**config.mk**
```make
export PLATFORM = sky130hd
export DESIGN_NAME = chan_result_logger
export DESIGN_NICKNAME = d
export VERILOG_FILES = /design/src/rtl/cap_pkg.sv /design/src/rtl/cap_addr_map.sv /design/src/rtl/cap_req_track.sv /design/src/rtl/cap_result_ram.sv /design/src/rtl/chan_result_logger.sv
export SDC_FILE = /design/constraint.sdc
export NUM_CORES = 1
export LEC_CHECK = 0
export BUFFER_PORTS_ARGS = -buffer_cell sky130_fd_sc_hd__buf_2
export CAP_MARGIN = 20
export CORE_ASPECT_RATIO = 1.4
export CORE_MARGIN = 5
export CORE_UTILIZATION = 60
export DETAILED_ROUTE_END_ITERATION = 12
export PLACE_DENSITY_LB_ADDON = 0.15
export SLEW_MARGIN = 20
export SYNTH_ARGS = -nofsm -noshare
export SYNTH_HDL_FRONTEND = slang
export SYNTH_HIERARCHICAL = 1
export SYNTH_SLANG_ARGS = --single-unit
```
**constraint.sdc**
```tcl
create_clock -name clk -period 2.3 [get_ports clk]
set_input_delay 0.23 -clock clk [delete_from_list [all_inputs] [get_ports clk]]
set_output_delay 0.23 -clock clk [all_outputs]
set_load 0.02 [all_outputs]
```
**src/rtl/cap_pkg.sv**
```systemverilog
package cap_pkg;

   typedef enum logic [0:0] {
      TRK_IDLE = 1'b0,
      TRK_WAIT = 1'b1
   } trk_state_e;

   function automatic int unsigned cnt_width(input int unsigned limit);
      return (limit < 2) ? 1 : $clog2(limit);
   endfunction

endpackage

```
**src/rtl/cap_addr_map.sv**
```systemverilog
module cap_addr_map #(
   parameter int unsigned CHAN_W    = 5,
   parameter int unsigned RP_ADDR_W = 7
) (
   input  logic [CHAN_W-1:0]    chan,
   output logic [RP_ADDR_W-1:0] addr
);

   localparam int unsigned PAD_W = RP_ADDR_W - CHAN_W;

   if (RP_ADDR_W < CHAN_W) begin : g_bad_width
      $error("cap_addr_map: register address narrower than channel");
   end

   if (PAD_W > 0) begin : g_pad
      assign addr = {{PAD_W{1'b0}}, chan};
   end else begin : g_direct
      assign addr = chan;
   end

endmodule

```
**src/rtl/cap_req_track.sv**
```systemverilog
module cap_req_track
   import cap_pkg::*;
#(
   parameter int unsigned CHAN_W  = 5,
   parameter int unsigned TIMEOUT = 64
) (
   input  logic              clk,
   input  logic              rst_n,
   input  logic              eoc,
   input  logic [CHAN_W-1:0] chan,
   input  logic              rdy,
   output logic              req_fire,
   output logic              wr_en,
   output logic [CHAN_W-1:0] wr_chan,
   output logic              overrun,
   output logic              timeout_err
);

   localparam int unsigned CNT_W = cnt_width(TIMEOUT);
   localparam logic [CNT_W-1:0] LAST = CNT_W'(TIMEOUT - 1);

   if (TIMEOUT < 1) begin : g_bad_timeout
      $error("cap_req_track: TIMEOUT must be at least 1");
   end

   trk_state_e        st;
   logic [CNT_W-1:0]  wait_cnt;
   logic [CHAN_W-1:0] lat_chan;
   logic              busy;

   assign busy     = (st == TRK_WAIT);
   assign wr_en    = busy && rdy;
   assign req_fire = eoc && (!busy || rdy);
   assign wr_chan  = lat_chan;

   always_ff @(posedge clk or negedge rst_n) begin
      if (!rst_n) begin
         st       <= TRK_IDLE;
         wait_cnt <= '0;
         lat_chan <= '0;
      end else if (req_fire) begin
         st       <= TRK_WAIT;
         wait_cnt <= '0;
         lat_chan <= chan;
      end else if (wr_en) begin
         st       <= TRK_IDLE;
      end else if (busy) begin
         if (wait_cnt == LAST) begin
            st <= TRK_IDLE;
         end else begin
            wait_cnt <= wait_cnt + 1'b1;
         end
      end
   end

   always_ff @(posedge clk or negedge rst_n) begin
      if (!rst_n) begin
         overrun     <= 1'b0;
         timeout_err <= 1'b0;
      end else begin
         if (eoc && !req_fire) begin
            overrun <= 1'b1;
         end
         if (busy && !rdy && !req_fire && wait_cnt == LAST) begin
            timeout_err <= 1'b1;
         end
      end
   end

   assert_addr_held_R4: assert property (@(posedge clk) disable iff (!rst_n)
      (busy && !eoc) |=> $stable(lat_chan));

   assert_overrun_sticky_R5: assert property (@(posedge clk) disable iff (!rst_n)
      overrun |=> overrun);

   assert_timeout_sticky_R6: assert property (@(posedge clk) disable iff (!rst_n)
      timeout_err |=> timeout_err);

   assert_wait_bound_R6: assert property (@(posedge clk) disable iff (!rst_n)
      busy |-> (wait_cnt <= LAST));

   assert_abandon_R6: assert property (@(posedge clk) disable iff (!rst_n)
      (busy && !rdy && !eoc && wait_cnt == LAST) |=> (!busy && timeout_err));

endmodule

```
**src/rtl/cap_result_ram.sv**
```systemverilog
module cap_result_ram #(
   parameter int unsigned AW     = 5,
   parameter int unsigned DW     = 16,
   parameter bit          RD_OLD = 1'b1
) (
   input  logic          clk,
   input  logic          rst_n,
   input  logic          we,
   input  logic [AW-1:0] waddr,
   input  logic [DW-1:0] wdata,
   input  logic          re,
   input  logic [AW-1:0] raddr,
   output logic [DW-1:0] rdata
);

   localparam int unsigned DEPTH = 1 << AW;

   if (AW > 10) begin : g_bad_depth
      $error("cap_result_ram: depth too large for register storage");
   end

   logic [DW-1:0] mem [DEPTH];
   logic [DW-1:0] rd_next;

   always_ff @(posedge clk or negedge rst_n) begin
      if (!rst_n) begin
         for (int i = 0; i < DEPTH; i++) begin
            mem[i] <= '0;
         end
      end else if (we) begin
         mem[waddr] <= wdata;
      end
   end

   if (RD_OLD) begin : g_read_old
      assign rd_next = mem[raddr];
   end else begin : g_read_new
      assign rd_next = (we && (waddr == raddr)) ? wdata : mem[raddr];
   end

   always_ff @(posedge clk or negedge rst_n) begin
      if (!rst_n) begin
         rdata <= '0;
      end else if (re) begin
         rdata <= rd_next;
      end
   end

   assert_host_hold_R7: assert property (@(posedge clk) disable iff (!rst_n)
      !re |=> $stable(rdata));

endmodule

```
**src/rtl/chan_result_logger.sv**
```systemverilog
module chan_result_logger #(
   parameter int unsigned CHAN_W    = 5,
   parameter int unsigned RP_ADDR_W = 7,
   parameter int unsigned DATA_W    = 16,
   parameter int unsigned TIMEOUT   = 64,
   parameter bit          RD_OLD    = 1'b1
) (
   input  logic                 clk,
   input  logic                 rst_n,
   input  logic [CHAN_W-1:0]    cv_chan,
   input  logic                 cv_eoc,
   output logic [RP_ADDR_W-1:0] rp_addr,
   output logic                 rp_en,
   input  logic [DATA_W-1:0]    rp_data,
   input  logic                 rp_ready,
   input  logic                 host_rd,
   input  logic [CHAN_W-1:0]    host_addr,
   output logic [DATA_W-1:0]    host_data,
   output logic                 overrun,
   output logic                 timeout_err
);

   logic              wr_en;
   logic [CHAN_W-1:0] wr_chan;

   cap_addr_map #(
      .CHAN_W    (CHAN_W),
      .RP_ADDR_W (RP_ADDR_W)
   ) u_addr_map (
      .chan (cv_chan),
      .addr (rp_addr)
   );

   cap_req_track #(
      .CHAN_W  (CHAN_W),
      .TIMEOUT (TIMEOUT)
   ) u_track (
      .clk         (clk),
      .rst_n       (rst_n),
      .eoc         (cv_eoc),
      .chan        (cv_chan),
      .rdy         (rp_ready),
      .req_fire    (rp_en),
      .wr_en       (wr_en),
      .wr_chan     (wr_chan),
      .overrun     (overrun),
      .timeout_err (timeout_err)
   );

   cap_result_ram #(
      .AW     (CHAN_W),
      .DW     (DATA_W),
      .RD_OLD (RD_OLD)
   ) u_ram (
      .clk   (clk),
      .rst_n (rst_n),
      .we    (wr_en),
      .waddr (wr_chan),
      .wdata (rp_data),
      .re    (host_rd),
      .raddr (host_addr),
      .rdata (host_data)
   );

   assert_req_needs_eoc_R2: assert property (@(posedge clk) disable iff (!rst_n)
      rp_en |-> cv_eoc);

   assert_write_needs_ready_R3: assert property (@(posedge clk) disable iff (!rst_n)
      wr_en |-> rp_ready);

endmodule

```
== Word level (Yosys, flattened, before mapping) ==
Index checks and enable logic that the tools add are counted.
Word-level totals
  output and inout port bits: 26
  register bits: 542
  logic and storage cells: 74
  input bits: 31
Operators by class
  bitwise gates (word level): 2
  magnitude comparators: 3
  muxes and demuxes: 14
  add/sub/neg operators: 1
  equal/unequal tests: 3
  reduce and logical (&&, ||, !) cells: 13
Operator list (number)
  512-bit bitwise mux: 1
  16-bit binary-select mux with 5-bit select: 1
  16-bit demux with 5-bit select: 1
  16-bit 2-to-1 mux: 3
  6-bit 2-to-1 mux: 4
  6-bit greater-or-equal comparator (second input constant): 2
  5-bit inverter with 6-bit output: 2
  1-bit logical AND: 7
  6-bit by 1-bit adder with 6-bit output (second input constant): 1
  6-bit equality test (second input constant): 1
  6-bit by 1-bit < comparator with 1-bit output (second input constant): 1
  1-bit 2-to-1 mux: 4
  1-bit logical NOT: 3
  3-bit AND reduction: 1
  2-bit by 1-bit != test with 1-bit output (second input constant): 1
  2-bit != test (second input constant): 1
  2-bit nonzero test: 1
  1-bit logical OR: 1

== Longest topological paths before layout ==
  depth in word-level cells: 6
  gate-level depth with buffers: 8

== Cells and area by module ==
The synthesis kept the hierarchy.
By module, submodules not included
  cap_result_ram: cells an instance 1730, instances 1, area each 24511.0 um^2
  cap_req_track: cells an instance 53, instances 1, area each 671.9 um^2
  cap_addr_map: cells an instance 8, instances 1, area each 56.3 um^2

== Least setup slack after synthesis ==
OpenSTA, ideal clock, no wires.
  kind: register to register
  start point: reg u_track.st (netlist: u_track/busy)
  end point: reg u_ram/mem[53] (netlist bit)
  buffers on the path: 2
  stages on the path, launching flop included: 7
  arrival: 1.718 ns
  required time: 2.175 ns
  path slack: 0.457 ns
  period minus slack after synthesis: 1.843 ns
  library setup time: 0.125 ns
  cell sequence: dfrtp_1 and2_2 or3b_1 buf_4 nor2_8 buf_6 mux2_2
On the way
  longest elaborated chain between the ends: 1
RTL lines
  start: declaration: RTL line cap_req_track.sv:26  | trk_state_e st;
  start signal: assignment: RTL line cap_req_track.sv:38  | st <= TRK_IDLE;
  start signal: assignment: RTL line cap_req_track.sv:42  | st <= TRK_WAIT;
  start signal: assignment: RTL line cap_req_track.sv:46  | st <= TRK_IDLE;
  1-bit logical AND: RTL line cap_req_track.sv:32  | assign wr_en = busy && rdy;
  net wr_en: RTL line chan_result_logger.sv:23  | logic wr_en;
  end signal: indexed assignment: RTL line cap_result_ram.sv:31  | mem[waddr] <= wdata;
  end: declaration: RTL line cap_result_ram.sv:22  | logic [DW-1:0] mem [DEPTH];
The timed path passes the listed nets, and every way through them passes these cells.
A chain may end at the register's enable or synchronous reset.

== Final worst setup path ==
  start point: reg u_track.st (netlist: u_track/busy)
  end point: reg u_ram/mem[57] (netlist bit)
The elaborated chain is that of the path after synthesis.

==> flow_metrics.env <==
export IMPL_async_reset_ff_share_pct=100.0
export IMPL_clk_latency_ns=0.59
export IMPL_die_h_um=252.7
export IMPL_synthFlopType="dfrtp_1"
export IMPL_synth_distinct_cells=58
export IMPL_n_antenna_cell=0
export IMPL_reg2reg_depth=5
export IMPL_ys_seq_elements=542
export IMPL_end_kind="flop"
export IMPL_synth_area_per_cell_um2=14.09
export IMPL_groute_usage_overall_pct=26.81
export IMPL_cts_root_buffer="clkbuf_16"
export IMPL_coreArea_um2=41870
export IMPL_preCtsSetupSlack_ns=0.1156
export IMPL_rsz0062_at_grt="no"
export IMPL_drt_wirelength_per_cell_um=25.28
export IMPL_dp_cells=2312
export IMPL_n_fill_cell=3104
export IMPL_yosysTopAreaCellShare_pct=53.74
export IMPL_drive_above_1_share_pct=42.25
export IMPL_fin_area_um2=27980
export IMPL_num_nets_final=1859
export IMPL_dr_pass1_iters=4
export IMPL_synth_edf_count=0
export IMPL_synth_area_um2=25240
export IMPL_yosys_warnings=6
export IMPL_grt_overflow_total=0
export IMPL_cts_buffers=52
export IMPL_drtIter0Drc=891
export IMPL_hpwl_um=37660
export IMPL_max_stage_delay_ns=0.39
export IMPL_top_level_ports=57
export IMPL_yosysMostFrequentCell="dfrtp_1"
export IMPL_ir_worst_vdd_mv=0.6669
export IMPL_clk_pin_slew_ns=0.06
export IMPL_setup_ws_ns=0.2203
export IMPL_postRouteAntennaNets=0
export IMPL_finalHoldViolCount=0
export IMPL_clkSinkCount=542
export IMPL_crit_required_ns=2.75
export IMPL_yosys_area_top_type="dfrtp_1"
export IMPL_drv_cap=0
export IMPL_port_buffers=54
export IMPL_fin_skew_ns=0.02704
export IMPL_ctsLongestPathBuffers=3
export IMPL_die_w_um=183.3
export IMPL_viasPerCell=6.197
export IMPL_grt_max_degree=95
export IMPL_area_growth_pct=10.86
export IMPL_cts_resized=0
export IMPL_place_congestion=0.8111
export IMPL_final_core_util_pct=66.83
export IMPL_grt_pass1_wl_um=96100
export IMPL_wl_um=60960
export IMPL_cts_setup_buffers=0
export IMPL_hp_class="in -> reg"
export IMPL_worstPathCellList="and2_2, or3b_1, buf_4, nor2_8, mux2_2"
export IMPL_yosys_top_cells_area="dfrtp_1, mux2_2, mux2i_1"
export IMPL_synth_common_cells="dfrtp_1, mux2_2, mux2i_1, a22oi_1, a21oi_1"
export IMPL_drc=0
export IMPL_fin_setup_tns_ns=0
export IMPL_rows=89
export IMPL_cp_max_fo=16
export IMPL_via_count=14940
export IMPL_grt_pass1_vias=16020
export IMPL_stdcell_count=2411
export IMPL_arrival_ns=2.53
export IMPL_slew_violations=0
export IMPL_dieArea_um2=46330
export IMPL_cts_tree="built"
export IMPL_fmax_mhz=480.8
export IMPL_critPathLaunchType="flop"
export IMPL_max_slew_margin_rel_pct=54.11
export IMPL_worstMarginPinSlew_ns=0.6884
export IMPL_p_leak_nw=13.50
export IMPL_place_area_um2=26230
export IMPL_fin_crit_ns=2.080
export IMPL_path_class="reg -> reg"
export IMPL_status="complete, no violations"
export IMPL_initial_core_util_pct=60.28
export IMPL_worst_hold_slack_ns=0.09432
export IMPL_min_period_over_period_pct=90.42
export IMPL_holdPathStages=3
export IMPL_finalSetupViolCount=0
export IMPL_ys_seq_area_share_pct=53.74
export IMPL_syn_inst=1791
export IMPL_powerDensity_nw_per_um2=1035
export IMPL_antenna_found_initial=0
export IMPL_power_total_mw=28.96
export IMPL_crit_slowest_cell="dfrtp_1"
export IMPL_htreeDepth=2
==> cell families (layout without fill, tap and decap cells) <==
kind of cell / after synthesis / after routing / synth area share [%]
muxes: 789 / 789 / 34.01
adders and majority gates: 1 / 1 / 0.04957
DFF: 542 / 542 / 53.74
buffers and inverters: 164 / 237 / 3.822
and+or+nand+nor: 91 / 91 / 2.975
AOI/OAI and AO/OA: 203 / 203 / 5.394
other: 1 / 2 / 0.01486
==> registers in the layout, indices dropped and copies added (netlist names) <==
signal,count
u_ram/mem,512
u_ram/rdata,16
u_track/wait_cnt,6
u_track/wr_chan,5
u_track/busy,1
u_track/overrun,1
u_track/timeout_err,1
==> power breakdown <==
group | switching, mW | internal, mW
Clock | 3.56 | 4.84
Sequential | 1.66 | 12.8
Combinational | 2.53 | 3.58
==> final timing paths <==
kind / start / endpoint / slack (ns)
hold reg to reg: u_track/overrun / u_track/overrun / 0.46
hold / removal: rp_ready / u_track/timeout_err / 0.09
max in group asynchronous: rst_n / u_ram/mem[315] / 1.15
setup / recovery: u_track/busy / u_ram/mem[57] / 0.22
min in group asynchronous: rst_n / u_ram/mem[507] / 0.21
setup reg to reg: u_track/busy / u_ram/mem[57] / 0.22
==> layout make-up <==
| type | count | area, um^2 | area share, % |
|---|---|---|---|
| clock buffers | 79 | 1584 | 5.661 |
| clock inverters | 13 | 101.3 | 0.3622 |
| inverters | 1 | 3.754 | 0.01342 |
| multi-input cells | 1086 | 10740 | 38.37 |
| flip-flops and latches | 542 | 13560 | 48.47 |
| well taps | 546 | 683.2 | 2.442 |
| repair buffers | 144 | 1309 | 4.677 |
==> placed cells by master, fill, tap and decap left out, types with 3 or more instances in the layout <==
cell type        n
a21oi_1         66
a22oi_1        128
and3_1           3
buf_12          26
buf_2           52
buf_4           57
clkbuf_1        10
clkbuf_16       53
clkbuf_8        16
clkinv_2         9
dfrtp_1        542
dlygate4sd3_1    7
inv_6            3
mux2_1          15
mux2_2         513
mux2_4           5
mux2i_1        256
nand2_2         16
nand2b_1         3
nand3b_4         3
nor2_1           3
nor2_2           8
nor2_4           5
nor2_8           4
nor3b_4          3
nor4_1          16
==> repair_timing <==
| item | in CTS | in global routing |
|---|---|---|
| hold buffers | 7 | 0 |
| setup endpoints to repair | 0 | 0 |
| endpoints found under the hold margin | 56 | 0 |
==> routing by layer <==
| metal | share of wire [%] | track usage (%) |
|---|---|---|
| met1 | 42 | 35.50 |
| met2 | 52 | 46.75 |
| met3 | 3.5 | 3.383 |
| met4 | 2.9 | 7.687 |
| met5 | 0 | 0 |
==> critical path: cells and delay by family (launching register included) <==
kind,cells,cell delay [ns]
flip-flops,1,0.39
buffers and inverters,1,0.21
multiplexers,1,0.39
AND/OR/NAND/NOR,3,0.97
Power figures use the tool's default switching activity.
